[src/rtl/uart_tick_gen.sv]
module uart_tick_gen #(
  parameter int DIV_W      = 16,
  parameter int OVERSAMPLE = 16
) (
  input  logic               clk,
  input  logic               rst,
  input  logic               wr_lo,
  input  logic               wr_hi,
  input  logic [DIV_W/2-1:0] wr_data,
  output logic               sample_tick,
  output logic               bit_tick,
  output logic               div_illegal
);
  localparam int HALF_W = DIV_W / 2;
  localparam int SUB_W  = $clog2(OVERSAMPLE);

  logic [HALF_W-1:0] lo_stage;
  logic [DIV_W-1:0]  div_q;
  logic [DIV_W-1:0]  cnt_q;
  logic [SUB_W-1:0]  sub_q;
  logic              samp_q;
  logic              bit_q;
  logic              run;
  logic              due;
  logic              last_sub;

  assign run      = div_q > DIV_W'(1);
  assign due      = run && (cnt_q == div_q - DIV_W'(1));
  assign last_sub = sub_q == SUB_W'(OVERSAMPLE - 1);

  always_ff @(posedge clk) begin
    if (rst) begin
      lo_stage <= '0;
      div_q    <= '0;
      cnt_q    <= '0;
      sub_q    <= '0;
      samp_q   <= 1'b0;
      bit_q    <= 1'b0;
    end else begin
      if (wr_lo) lo_stage <= wr_data;
      if (wr_hi) begin
        div_q  <= {wr_data, lo_stage};
        cnt_q  <= '0;
        sub_q  <= '0;
        samp_q <= 1'b0;
        bit_q  <= 1'b0;
      end else begin
        samp_q <= due;
        bit_q  <= due && last_sub;
        if (!run) begin
          cnt_q <= '0;
          sub_q <= '0;
        end else if (due) begin
          cnt_q <= '0;
          sub_q <= last_sub ? '0 : sub_q + 1'b1;
        end else begin
          cnt_q <= cnt_q + 1'b1;
        end
      end
    end
  end

  assign sample_tick = samp_q;
  assign bit_tick    = bit_q;
  assign div_illegal = div_q == DIV_W'(1);
endmodule


[config.mk]
export PLATFORM = sky130hd
export DESIGN_NAME = uart_tick_gen
export DESIGN_NICKNAME = d
export VERILOG_FILES = /design/src/rtl/uart_tick_gen.sv
export SDC_FILE = /design/constraint.sdc
export NUM_CORES = 1
export LEC_CHECK = 0
export BUFFER_PORTS_ARGS = -buffer_cell sky130_fd_sc_hd__buf_2
export CORE_MARGIN = 2
export CORE_UTILIZATION = 60
export CTS_CLUSTER_DIAMETER = 50
export CTS_CLUSTER_SIZE = 10
export DETAILED_ROUTE_END_ITERATION = 16
export GPL_ROUTABILITY_DRIVEN = 0
export HOLD_SLACK_MARGIN = 0.06
export PLACE_DENSITY = 0.77
export SLEW_MARGIN = 20
export SYNTH_ARGS = -nofsm -noshare
export SYNTH_HDL_FRONTEND = slang
export SYNTH_SLANG_ARGS = --single-unit
[constraint.sdc]
create_clock -name clk -period 5.8 [get_ports clk]
set_input_delay 1.16 -clock clk [delete_from_list [all_inputs] [get_ports clk]]
set_output_delay 1.16 -clock clk [all_outputs]
set_load 0.01 [all_outputs]
==> impl_metrics.yaml, run 1 <==
layout:
  mostFrequentLayoutCell: "dfxtp_1"
  layout_common_cells: "dfxtp_1, nor2_1, mux2i_1"
  fin_area_sq_mm: 0.00269
  num_antenna_cells: 0
  final_nets: 309
  syn_to_final_growth_pct: 6.44
  drive_gt1_share_pct: 10.2
  stdcell_count: 344
logic_synthesis:
  syn_area_per_cell_sq_um: 8.87
  ys_ff_latch: 46
  ys_types: 53
  netlist_area_sq_mm: 0.00253
  synth-compound-area-share_pct: 9.60
  synth_top_family_by_area: "simple AND/OR/NAND/NOR gates"
  syn_nets: 301
  ys_warn_count: 0
  yosys.area_share.simple_pct: 25.7
  synthMuxAreaShare_pct: 11.1
  synth_edf_count: 0
  synthArstFlopShare_pct: 0
  synth_fa_ha_area_share_pct: 1.98
  netlist_instances: 285
  synth-xor-area-share_pct: 12.1
  synth-main-ff-cell: "dfxtp_1"
  yosysSeqAreaShare_pct: 36.4
global_routing:
  grt_max_degree: 28
  antenna_found_initial: 0
  grt_pass1_vias: 1904
  overflow: 0
  grt_pass1_wl_um: 8850
  groute.usage.overall_pct: 25.5
power_and_ir_drop:
  clkPwrFrac_pct: 30.5
  power.total_uw: 627
  power_frac_seq_pct: 53.7
  p_comb_share_pct: 15.8
  switchingPower_uw: 175
  p_int_uw: 452
  switching_share_pct: 28.0
  leakagePower_nw: 1.08
  irDropWorstVdd_mv: 0.218
  power_density_mw_per_mm2: 233
clock_network:
  clock_sinks: 46
  insertion_delay_ns: 0.30
  clkTransAtPathRegs_ns: 0.09
  cts_inserted_buffers: 5
  cts_resized: 0
  h-tree-depth: 2
  cts.root.buffer_cell: "clkbuf_8"
  postCtsSetupBuffers: 0
  cts_tree: "yes"
  cts_hold_buf: 0
  clock_path_buffers: 2
drt:
  via_per_inst: 6.01
  vias: 2068
  drtPass1Iterations: 5
  drt-initial-drc-count: 112
  wirelength_um: 5390
  ant_nets: 0
  drc: 0
  post_drt_wl_per_cell_um: 15.7
die:
  core_sq_mm: 0.00403
  fp-row-count: 23
  fp.dieArea_sq_mm: 0.00475
  start_util_pct: 62.7
  num_io_pins: 15
  die_x_um: 68.9
  die_h_um: 68.9
sta:
  fin_tns_setup_ns: 0
  post-route-period-util_pct: 57.0
  worst_pin_slew_ns: 0.914
  fmax_ghz: 0.303
  rsz0062_at_grt: "false"
  fin_skew_ns: 0.0115
  setup_viol: 0
  setup_slack_ns: 2.49
  final_hold_viol_count: 0
  period_needed_ns: 3.31
  slew-limit-headroom_pct: 39.1
  maxSlewViolCount: 0
critical_path:
  end_kind: "primary output"
  worstSetupPathType: "flop to primary output"
  arrival_ns: 2.15
  critPathLaunchType: "flop"
  crit_required_ns: 4.64
  cp_max_fo: 7
place:
  dpl_cell_area_sq_mm: 0.00260
  pre_cts_ws_ns: 2.73
  hpwl_um: 4050
  dpl.cell_count: 336
  numPortBuffers: 14
job:
  drv_cap: 0
hold_path:
  min_path_type: "flop to flop"
outcome:
  outcome: "completed"
[worst max-delay path, cell delays in order, from the launching register on]
cell and delay, ns:
dfxtp_1 0.39, or3_1 0.43, nor4_1 0.45, and3b_1 0.30, and2_1 0.15, buf_2 0.13
[sequential cells by signal (all words and copies together), names as in the netlist]
| name | cells |
|---|---|
| lo_stage | 8 |
| bit_tick | 1 |
| sample_tick | 1 |
| cnt_q | 16 |
| div_q | 16 |
| sub_q | 4 |
[power groups by stage]
stage,Clock [mW],Sequential [mW],Combinational (mW)
after floorplan,0,0.340,0.0789
after global placement,0,0.344,0.0964
after detailed placement,0,0.344,0.0974
after CTS,0.198,0.337,0.0981
after global routing,0.213,0.339,0.108
final,0.191,0.337,0.0989
[final timing paths]
kind / to / slack (ns) / from / depth (start not counted)
min: sub_q[1] / 0.49 / sub_q[1] / 2
max: div_illegal / 2.49 / div_q[9] / 5
min reg2reg: sub_q[1] / 0.49 / sub_q[1] / 2
max reg2reg: cnt_q[3] / 2.73 / div_q[9] / 5
[cells by family after synthesis]
logic type | count (synthesis)
XOR/XNOR | 35
AO/OA/AOI/OAI | 29
multiplexers | 28
AND/OR/NAND/NOR | 125
buffers and inverters | 18
adder cells (fa/ha/maj) | 4
flip-flops | 46
[stage by stage]
stage	utilization, %	hold slack, ns
3_3_place_gp	64.6	0.465
2_1_floorplan	-	0.455
4_1_cts	66.8	0.499
6_report	66.8	0.493
3_5_place_dp	64.6	0.486
5_1_grt	66.8	0.526
[metal layers]
| metal | routed length (um) | global-route usage [%] | up-vias |
|---|---|---|---|
| met3 | 276 | 4.87 | 6 |
| met1 | 2520 | 35.0 | 964 |
| li1 | - | - | 1045 |
| met4 | 64 | 5.88 | 0 |
| met5 | 0 | 0 | - |
| met2 | 2520 | 41.7 | 53 |
[cell usage after synthesis, types with 2 or more instances]
| cell type | count | share of area [%] |
|---|---|---|
| nand3_1 | 12 | 2.4 |
| or2_2 | 2 | 0.49 |
| nor3_1 | 22 | 4.4 |
| and4_1 | 2 | 0.69 |
| ha_1 | 4 | 2.0 |
| xor2_1 | 16 | 5.5 |
| nand2b_1 | 4 | 0.99 |
| and3_1 | 5 | 1.2 |
| inv_1 | 5 | 0.74 |
| nand4_1 | 4 | 0.99 |
| a211o_1 | 2 | 0.69 |
| nor3_2 | 2 | 0.79 |
| nor2b_1 | 3 | 0.74 |
| clkbuf_1 | 10 | 1.5 |
| xnor2_1 | 19 | 6.6 |
| or3_1 | 2 | 0.49 |
| nor4_1 | 5 | 1.2 |
| o21ai_0 | 4 | 0.79 |
| buf_1 | 2 | 0.30 |
| nand2_1 | 14 | 2.1 |
| nor2_1 | 36 | 5.3 |
| dfxtp_1 | 46 | 36 |
| a21oi_1 | 3 | 0.59 |
| mux2i_1 | 27 | 11 |
| or4_1 | 5 | 1.5 |
| o211ai_1 | 2 | 0.59 |
[layout make-up]
class                      instances  area (sq um)
multi-input combinational        221          1530
tap                               50          62.6
timing repair buffer              14          70.1
clock inverter                     2          13.8
inverter                           5          18.8
sequential                        46           921
clock buffer                       6          72.6
fill                             333          1340
(Power assumes the default switching activity.)
==> run 2: changes to the inputs <==
- CORE_UTILIZATION: 60 -> 54
- PLACE_DENSITY: 0.77 -> 0.73
- clock period: 5.8 -> 3 ns (I/O delays scaled with it)
==> impl_metrics.yaml, run 2 (same netlist as run 1, synthesis figures left out) <==
outcome:
  outcome: "completed"
drt:
  wl_met3_um: 280
  wl_met1_um: 2540
  route.met2.wl_um: 2540
  ant_nets: 0
  drtPass1Iterations: 4
  vias: 2060
  top_layer_used: "met4"
  drc: 0
  post_drt_wl_per_cell_um: 15.5
  wirelength_um: 5420
  via_per_inst: 5.89
  drt-initial-drc-count: 114
die:
  die_h_um: 72.4
  core_sq_mm: 0.00444
  start_util_pct: 56.9
  fp.dieArea_sq_mm: 0.00524
  fp-row-count: 24
  die_x_um: 72.4
  num_io_pins: 15
clock_network:
  cts_resized: 0
  h-tree-depth: 2
  clock_sinks: 46
  cts_tree: "yes"
  insertion_delay_ns: 0.30
  cts.root.buffer_cell: "clkbuf_8"
  postCtsSetupBuffers: 0
  clkTransAtPathRegs_ns: 0.09
  cts_hold_buf: 0
  clock_path_buffers: 2
  cts_inserted_buffers: 5
sta:
  fin_tns_setup_ns: 0
  period_needed_ns: 2.74
  fmax_ghz: 0.365
  rsz0062_at_grt: "false"
  worst_pin_slew_ns: 0.759
  final_hold_viol_count: 0
  fin_skew_ns: 0.00388
  maxSlewViolCount: 0
  setup_viol: 0
  post-route-period-util_pct: 91.3
  slew-limit-headroom_pct: 49.1
global_routing:
  grt_pass1_vias: 1981
  grt_pass1_wl_um: 9580
  overflow: 0
  groute.usage.overall_pct: 23.1
  antenna_found_initial: 0
  grt_max_degree: 28
critical_path:
  cp_max_fo: 7
  crit_slowest_cell: "nor4_1"
  crit_required_ns: 2.40
  crit_chain: "or3_1 -> nor4_1 -> and3b_1 -> and2_1 -> buf_2"
  arrival_ns: 2.14
  worstSetupPathType: "flop to primary output"
  end_kind: "primary output"
  critPathLaunchType: "flop"
  max_stage_delay_ns: 0.47
power_and_ir_drop:
  p_int_uw: 875
  power_density_mw_per_mm2: 448
  p_comb_share_pct: 15.8
  switchingPower_uw: 347
  power_frac_seq_pct: 53.3
  switching_share_pct: 28.4
  clkPwrFrac_pct: 30.9
  irDropWorstVdd_mv: 0.282
  leakagePower_nw: 1.09
layout:
  drive_gt1_share_pct: 11.7
  num_antenna_cells: 0
  layout_common_cells: "dfxtp_1, nor2_1, mux2i_1"
  post-route-util_pct: 61.3
  mostFrequentLayoutCell: "dfxtp_1"
  num-fill-cells: 404
  syn_to_final_growth_pct: 7.87
  stdcell_count: 350
  final_nets: 313
  reg.largest.list: "cnt_q x16, div_q x16, lo_stage x8"
hold_path:
  min_path_type: "flop to flop"
place:
  hpwl_um: 4060
  dpl.cell_count: 342
  numPortBuffers: 14
job:
  drv_cap: 0
## run 2: cell count changes in the layout (fill, tap and decap cells not counted), sizes merged
| cell | change |
|---|---|
| buf | +4 |
| clkbuf | -1 |
| clkinvlp | +1 |
## run 2: path summary, 6_finish.rpt
path	from	end	slack, ns	cells past startpoint
hold / removal	sub_q[1]	sub_q[1]	0.50	2
setup reg to reg	div_q[9]	cnt_q[15]	0.34	6
setup / recovery	div_q[9]	div_illegal	0.26	5
hold reg to reg	sub_q[1]	sub_q[1]	0.50	2
## run 2: metrics by stage
stage / power (mW) / cell area [sq um] / worst slack (ns) / hold slack (ns)
2_1_floorplan: 0.809 / 2530 / 0.402 / 0.455
3_3_place_gp: 0.852 / 2640 / 0.400 / 0.462
3_5_place_dp: 0.855 / 2640 / 0.360 / 0.473
4_1_cts: 1.23 / 2730 / 0.294 / 0.492
5_1_grt: 1.28 / 2730 / 0.102 / 0.526
6_report: 1.22 / 2730 / 0.261 / 0.496
## run 2: cell type report
cell class                      count  area, sq um  area share, %
Clock buffer                        5         68.8           2.52
Clock inverter                      3         21.3          0.780
Inverter                            5         18.8          0.688
Multi-Input combinational cell    221         1530           56.2
Sequential cell                    46          921           33.8
Tap cell                           52         65.1           2.39
Timing Repair Buffer               18          100           3.67
## run 2: power by group through the flow
| stage | Combinational (mW) | Sequential, mW | Clock (mW) |
|---|---|---|---|
| after floorplan | 0.152 | 0.657 | 0 |
| after CTS | 0.192 | 0.651 | 0.386 |
| after global placement | 0.188 | 0.664 | 0 |
| after global routing | 0.214 | 0.654 | 0.409 |
| final | 0.193 | 0.651 | 0.378 |
| after detailed placement | 0.191 | 0.665 | 0 |
## run 2: critical path: cells and delay by family (launching register included)
family	cells	cell delay, ns
buffers and inverters	1	0.12
flip-flops	1	0.37
AND/OR/NAND/NOR	4	1.35
## run 2: routing by layer
layer,vias up,track usage [%]
met2,52,37.9
met5,-,0
met4,0,6.58
li1,1049,-
met1,952,31.7
met3,7,3.47
